File: config.mk
export PLATFORM = sky130hd
export DESIGN_NAME = acq_top
export DESIGN_NICKNAME = d
export VERILOG_FILES = /design/src/rtl/acq_pkg.sv /design/src/rtl/acq_edge_qual.sv /design/src/rtl/acq_pulse_cnt.sv /design/src/rtl/acq_verdict.sv /design/src/rtl/acq_top.sv
export SDC_FILE = /design/constraint.sdc
export NUM_CORES = 1
export LEC_CHECK = 0
export BUFFER_PORTS_ARGS = -buffer_cell sky130_fd_sc_hd__buf_4
export CORE_ASPECT_RATIO = 1.25
export CORE_MARGIN = 1.5
export CORE_UTILIZATION = 60
export CTS_BUF_LIST = sky130_fd_sc_hd__clkbuf_4 sky130_fd_sc_hd__clkbuf_8
export CTS_CLUSTER_DIAMETER = 60
export DETAILED_ROUTE_END_ITERATION = 16
export PLACE_DENSITY = 0.86
export SETUP_SLACK_MARGIN = 0.3
export SKIP_LAST_GASP = 1
export SLEW_MARGIN = 10
export SYNTH_ARGS = -nofsm -noshare
export SYNTH_HDL_FRONTEND = slang
export SYNTH_HIERARCHICAL = 1
export SYNTH_SLANG_ARGS = --single-unit
export TNS_END_PERCENT = 1
File: constraint.sdc
create_clock -name clk -period 2.1 [get_ports clk]
set_input_delay 0.63 -clock clk [delete_from_list [all_inputs] [get_ports clk]]
set_output_delay 0.63 -clock clk [all_outputs]
set_load 0.005 [all_outputs]
File: src/rtl/acq_pkg.sv
package acq_pkg;
  localparam int unsigned DEF_NUM_CH  = 4;
  localparam int unsigned DEF_REQ_CNT = 3;

  typedef enum logic [1:0] {
    ACT_IDLE    = 2'd0,
    ACT_HOLD    = 2'd1,
    ACT_RESOLVE = 2'd2,
    ACT_CLEAR   = 2'd3
  } verdict_act_e;
endpackage

File: src/rtl/acq_edge_qual.sv
module acq_edge_qual #(
  parameter int unsigned W = 4
) (
  input  logic         clk,
  input  logic         rst_n,
  input  logic [W-1:0] hi_i,
  input  logic [W-1:0] lo_i,
  output logic [W-1:0] edge_o
);
  logic [W-1:0] prev_q;
  logic [W-1:0] prev_d;

  always_comb begin
    prev_d = hi_i;
    edge_o = hi_i & ~prev_q & ~lo_i;
  end

  always_ff @(posedge clk or negedge rst_n) begin
    if (!rst_n) prev_q <= '0;
    else        prev_q <= prev_d;
  end

  for (genvar i = 0; i < W; i++) begin : g_chk
    // a held level cannot produce two consecutive qualifying edges
    p_edge_single_r2: assert property (@(posedge clk) disable iff (!rst_n)
      edge_o[i] |=> !edge_o[i]);
  end
endmodule

File: src/rtl/acq_pulse_cnt.sv
module acq_pulse_cnt #(
  parameter int unsigned REQ = 3,
  localparam int unsigned CW = $clog2(REQ + 1)
) (
  input  logic clk,
  input  logic rst_n,
  input  logic en_i,
  input  logic restart_i,
  input  logic inc_i,
  output logic met_o
);
  logic [CW-1:0] cnt_q;
  logic [CW-1:0] cnt_d;
  logic          sat;

  always_comb begin
    sat   = (cnt_q == CW'(REQ));
    cnt_d = cnt_q;
    if (!en_i)
      cnt_d = '0;
    else if (restart_i)
      cnt_d = inc_i ? CW'(1) : '0;
    else if (inc_i && !sat)
      cnt_d = cnt_q + CW'(1);
    met_o = sat;
  end

  always_ff @(posedge clk or negedge rst_n) begin
    if (!rst_n) cnt_q <= '0;
    else        cnt_q <= cnt_d;
  end

  // count never passes the saturation point
  p_cnt_sat_r3: assert property (@(posedge clk) disable iff (!rst_n)
    cnt_q <= CW'(REQ));
  // disabled channel has an empty count next cycle
  p_cnt_off_r7: assert property (@(posedge clk) disable iff (!rst_n)
    !en_i |=> (cnt_q == '0));
  // a read restarts the count at zero or one
  p_cnt_restart_r6: assert property (@(posedge clk) disable iff (!rst_n)
    (en_i && restart_i) |=> (cnt_q <= CW'(1)));
endmodule

File: src/rtl/acq_verdict.sv
module acq_verdict
  import acq_pkg::*;
(
  input  logic clk,
  input  logic rst_n,
  input  logic en_i,
  input  logic rd_i,
  input  logic scp_i,
  input  logic met_i,
  output logic open_o
);
  verdict_act_e act;
  logic spoil_q, spoil_d;
  logic res_q, res_d;

  always_comb begin
    if (!en_i)                 act = ACT_CLEAR;
    else if (rd_i && (spoil_q || scp_i)) act = ACT_HOLD;
    else if (rd_i)             act = ACT_RESOLVE;
    else                       act = ACT_IDLE;
  end

  always_comb begin
    spoil_d = spoil_q;
    res_d   = res_q;
    unique case (act)
      ACT_CLEAR: begin
        spoil_d = 1'b0;
        res_d   = 1'b0;
      end
      ACT_HOLD: begin
        spoil_d = 1'b0;
      end
      ACT_RESOLVE: begin
        spoil_d = 1'b0;
        res_d   = !met_i;
      end
      default: begin
        spoil_d = spoil_q | scp_i;
      end
    endcase
  end

  always_ff @(posedge clk or negedge rst_n) begin
    if (!rst_n) begin
      spoil_q <= 1'b0;
      res_q   <= 1'b0;
    end else begin
      spoil_q <= spoil_d;
      res_q   <= res_d;
    end
  end

  assign open_o = res_q;

  // protection in the read cycle keeps the verdict
  p_abort_hold_r5: assert property (@(posedge clk) disable iff (!rst_n)
    (en_i && rd_i && scp_i) |=> $stable(open_o));
  // disabling clears the verdict
  p_off_clear_r7: assert property (@(posedge clk) disable iff (!rst_n)
    !en_i |=> !open_o);
  // no read, no change while enabled
  p_no_read_r4: assert property (@(posedge clk) disable iff (!rst_n)
    (en_i && !rd_i) |=> $stable(open_o));
endmodule

File: src/rtl/acq_top.sv
module acq_top #(
  parameter int unsigned NUM_CH  = acq_pkg::DEF_NUM_CH,
  parameter int unsigned REQ_CNT = acq_pkg::DEF_REQ_CNT
) (
  input  logic              clk,
  input  logic              rst_n,
  input  logic              ac_en,
  input  logic              rd_strobe,
  input  logic [NUM_CH-1:0] hi_cmp,
  input  logic [NUM_CH-1:0] lo_cmp,
  input  logic [NUM_CH-1:0] scp_act,
  output logic [NUM_CH-1:0] open_tw
);
  logic [NUM_CH-1:0] qual_edge;
  logic [NUM_CH-1:0] met;

  acq_edge_qual #(.W(NUM_CH)) u_edge (
    .clk    (clk),
    .rst_n  (rst_n),
    .hi_i   (hi_cmp),
    .lo_i   (lo_cmp),
    .edge_o (qual_edge)
  );

  for (genvar c = 0; c < NUM_CH; c++) begin : g_ch
    acq_pulse_cnt #(.REQ(REQ_CNT)) u_cnt (
      .clk       (clk),
      .rst_n     (rst_n),
      .en_i      (ac_en),
      .restart_i (rd_strobe),
      .inc_i     (qual_edge[c]),
      .met_o     (met[c])
    );

    acq_verdict u_vrd (
      .clk    (clk),
      .rst_n  (rst_n),
      .en_i   (ac_en),
      .rd_i   (rd_strobe),
      .scp_i  (scp_act[c]),
      .met_i  (met[c]),
      .open_o (open_tw[c])
    );
  end

  // reported bits are zero straight out of reset
  p_reset_clear_r1: assert property (@(posedge clk)
    $rose(rst_n) |-> (open_tw == '0));
endmodule

# Word level (Yosys, flattened, before mapping)
# Cells that the tools add are included.
# word_totals
output_inout_bits	4
word_cells	102
regBits	20
# classes
n_bitwise	8
eq_ne	20
muxes	33
reduce_logical	24
add_sub_neg	4
# op_table
op	count
2-to-1 mux 2 bit	21
equality test 2 bit (second input constant)	12
!= test 3 x 1 -> 1 bit (second input constant)	4
OR reduction 3 bit	4
adder 2 x 1 -> 2 bit (second input constant)	4
bitwise AND 4 bit	2
equality test 2 x 1 -> 1 bit (second input constant)	4
logical AND 1 bit	8
2-to-1 mux 1 bit	8
NOT 4 bit	2
case mux 1 bit (2 select lines)	4
nonzero test 2 bit	4
zero test 1 bit	4
logical OR 1 bit	4
OR 1 bit	4

# Logic depth before layout (Yosys ltp)
# logic_depth
word_depth	7
ltp_mapped	4
mapped_depth_nobuf	4

# By module
# The synthesis kept the hierarchy.
# modules_own_cells
module	instances	seq_area_each_um2	area_per_inst_um2	cells_per_inst
acq_pulse_cnt	4	50.0	120.1	11
acq_verdict	4	50.0	93.8	8
acq_edge_qual	1	100.1	150.1	8

# Worst setup path after synthesis
# Ideal clock, no wire load.
# synth_timing
path_type	input to register
startpoint	input port lo_cmp[0]
endpoint	register g_ch[0].u_cnt.cnt_q[1]
arrival_time_ps	1115
path_stages	4
path_slack_ps	867
required_ps	1982
path_cell_list	nor3b_2 > nand2b_4 > mux2i_1 > nor2_1
# synth_via
elab_chain_len	4
# synth_rtl
item	line	rtl
from (decl)	acq_top.sv:10	input logic [NUM_CH-1:0] lo_cmp,
NOT 4 bit	acq_edge_qual.sv:15	edge_o = hi_i & ~prev_q & ~lo_i;
bitwise AND 4 bit	acq_edge_qual.sv:15	
logical AND 1 bit	acq_pulse_cnt.sv:23	else if (inc_i && !sat)
!= test 3 x 1 -> 1 bit (no line)	-	
to (signal assigned)	acq_pulse_cnt.sv:30	else cnt_q <= cnt_d;
to (decl)	acq_pulse_cnt.sv:12	logic [CW-1:0] cnt_q;
# Every way passes these cells.
# A chain may end at the register's enable or synchronous reset.

# Final worst setup path
# layout_timing
startpoint	register g_ch[2].u_vrd.res_q
endpoint	output port open_tw[2]
# layout_rtl
item	line	rtl
from (decl)	acq_verdict.sv:14	logic res_q, res_d;
from (signal assigned)	acq_verdict.sv:50	res_q <= res_d;
to (decl)	acq_top.sv:12	output logic [NUM_CH-1:0] open_tw
# No word-level cell between the ends.

==> metrics <==
result of the run=complete, no violations; via count of the first global-routing pass=682; launching point of the worst reg2reg path=g_ch[3].u_cnt/cnt_q[0]$_DFFE_PN0P_; Boundary Pins=20; number of fillers in the final layout=120; number of max-cap violations=0; Core ar.=1560 sq um; number of inserted diodes=0; Hold Fails Final Rpt=0; Yosys warning total=6; final slew viol count=0; Clock transition at path regs=0.11 ns; endpoint kind of the worst setup timing path=primary output; Post-Synthesis Mean Instance Area=12.0 sq um; Met2 Routed Length=871 um; ys flop type=sky130_fd_sc_hd__dfrtp_1; DRT Wirelength=1640 um; Area Growth Syn to Fin=20.0%; Seq. cell area=500 sq um; post-placement worst setup slack=0.671 ns; maximum fanout along the worst path=2; combined area of the multi-input logic cells=505 sq um; relative slew slack=80.4%; wire length of the first global-routing pass=2700 um; summed area of non-filler cells in the final layout=1210 sq um; netlist area before placement=1010 sq um; post-synthesis sequential element count=20; post-detailed-placement half-perimeter wirelength=1190 um; count of buffer and inverter cells on the critical path=1; maximum number of pins on one net before global-route repair=25; number of hold buffers added after cts=0; Nets=128; total via count after detailed routing=688; detailed-route vias per instance=5.50; placed cell areas=1170 sq um; max incr delay on CP=0.41 ns; Worst Hold Class=input pin to asynchronous set/reset pin; later-pin clock latency in the skew report=0.29 ns; DRC Markers=0; # Post-CTS Setup Buffers=0; die outline area=1930 sq um; Site Rows=16; fraction of final layout cells with drive strength greater than 1=32.7%; WP data required=1.47 ns; synth cell count leaders=20 x sky130_fd_sc_hd__dfrtp_1, 12 x sky130_fd_sc_hd__nor2_1; mean routed wirelength per cell=13.1 um; Tightest Pin Transition=0.292 ns; number of enable flip-flop cells after synthesis=0; topmost layer with routed signal wires=met4; level count of the clock H-tree=1; quantity of gates resized following cts=0; Cell variety after synth=11; Clk Tree Root Cell=sky130_fd_sc_hd__clkbuf_4; Critical path origin=g_ch[2].u_vrd/open_o$_DFFE_PN0P_; Die Y=48.8 um; post-route minimum period=1.47 ns; aggregate global-route resource usage=20.1%; Synthesized Nets=104; setup repair after global routing missed its margin=false; max frequency=0.679 GHz; quantity of I/O buffers inserted on ports=19; Detailed Route Iter0 Violations=11; Initial Utilization=64.4%; cell with the most instances after synthesis=sky130_fd_sc_hd__dfrtp_1; critical path class=flop to primary output; clock buffer count from CTS=3; synthesized instance count=84; Slowest cell on crit path=sky130_fd_sc_hd__dfrtp_1; top post-synthesis cells by area=sky130_fd_sc_hd__dfrtp_1 50%, sky130_fd_sc_hd__nor3b_2 10%, sky130_fd_sc_hd__mux2i_1 8.0%, sky130_fd_sc_hd__nand2b_4 5.5%, sky130_fd_sc_hd__ha_1 5.0%; cells traversed along the worst timing path=buf_4; sequential-to-total area share from yosys stat=49.8%; TritonCTS clock tree=yes; initial antenna violation count=0; proportion of netlist area held by the largest area contributor=49.8%; cell type with the largest total area after synthesis=sky130_fd_sc_hd__dfrtp_1; die boundary width=39.6 um; cell family contributing the most delay on the critical path=flip-flops; crit share post-route=70.1%; leakage power of the design=0.591 nW; post-route worst setup slack=0.627 ns; total number of clock tree sinks=20; maximum buffer depth of the clock tree=2; antenna-violating nets left=0; total congestion overflow after global routing=0; core occupancy in the finished layout=77.3%; final RePlAce weighted congestion=0.641; asr flop ratio synth=100%; detailed-routing wirelength on met1=698 um; count of endpoints failing setup in the final report=0; worst clock skew=0.00132 ns; PnR Total Power=0.725 mW; worst voltage drop across the vdd grid=0.584 mV; detailed-routing iteration count for the pre-antenna-repair pass=4; total met3 wirelength after detailed routing=61 um; data arrival time of the critical path=0.84 ns; Critical Path Start Type=flop; power per cell area=600 nW/um^2; sum of negative setup slack=0 ns
-- state kept, by name (all words and copies together), names as in the netlist --
signal / count
g_ch.u_vrd/spoil_q: 4
u_edge/prev_q: 4
g_ch.u_cnt/cnt_q: 8
g_ch.u_vrd/open_o: 4
-- cells in the final DEF, fill, tap and decap left out --
cell,n
sky130_fd_sc_hd__clkbuf_8,1
sky130_fd_sc_hd__nand2b_1,8
sky130_fd_sc_hd__nor2_1,12
sky130_fd_sc_hd__dfrtp_1,20
sky130_fd_sc_hd__mux2i_1,8
sky130_fd_sc_hd__nor3b_2,8
sky130_fd_sc_hd__nand4b_1,4
sky130_fd_sc_hd__ha_1,4
sky130_fd_sc_hd__nand2_1,8
sky130_fd_sc_hd__nand2b_4,4
sky130_fd_sc_hd__nor3b_1,4
sky130_fd_sc_hd__clkbuf_4,3
sky130_fd_sc_hd__o211ai_1,4
sky130_fd_sc_hd__buf_4,19
-- area by class of cell --
type | count | area share, %
sequential | 20 | 41.5
timing repair buffer | 19 | 11.8
clock buffer | 4 | 3.01
tap | 18 | 1.87
multi-input combinational | 64 | 41.9
-- metal layers --
| layer | vias to the layer above | global-route usage [%] |
|---|---|---|
| met2 | 12 | 35.0 |
| met1 | 332 | 23.0 |
| met5 | - | 0 |
| met3 | 2 | 5.48 |
| met4 | 0 | 5.17 |
| li1 | 342 | - |
-- worst paths after layout --
| path | end | slack, ns | depth (start not counted) |
|---|---|---|---|
| worst min-delay path | g_ch[2].u_cnt/cnt_q[1]$_DFFE_PN0P_ | 0.19 | 1 |
| worst max-delay path | open_tw[2] | 0.63 | 1 |
| min in group clk | u_edge/prev_q[0]$_DFF_PN0_ | 0.44 | 1 |
| max in group asynchronous | g_ch[0].u_vrd/spoil_q$_DFF_PN0_ | 1.70 | 1 |
| worst min register to register | g_ch[1].u_cnt/cnt_q[1]$_DFFE_PN0P_ | 0.55 | 2 |
| worst max register to register | g_ch[3].u_cnt/cnt_q[1]$_DFFE_PN0P_ | 1.00 | 4 |
-- where the power goes --
group	leakage, nW	internal, mW	switching [mW]	total (mW)
registers	0.263	0.401	0.0102	0.411
clock network	0.0210	0.106	0.114	0.220
logic	0.306	0.0503	0.0434	0.0937
total	0.591	0.557	0.168	0.725
-- kinds of logic (layout without fill, tap and decap cells) --
| family | Yosys count | in the layout | share of synthesized area (%) |
|---|---|---|---|
| multiplexers | 8 | 8 | 7.96 |
| adder cells (fa/ha/maj) | 4 | 4 | 4.98 |
| AND/OR/NAND/NOR | 48 | 48 | 34.3 |
| AO/OA/AOI/OAI | 4 | 4 | 2.99 |
| buffers and inverters | 0 | 23 | 0 |
| flip-flops | 20 | 20 | 49.8 |
-- stage by stage --
stage | cells | hold WS [ns]
after floorplan | 84 | 0.334
after CTS | 125 | 0.192
after detailed placement | 121 | 0.521
final | 125 | 0.193
after global routing | 125 | 0.187
after global placement | 121 | 0.507
No activity file was read; power rests on OpenSTA's default activity.
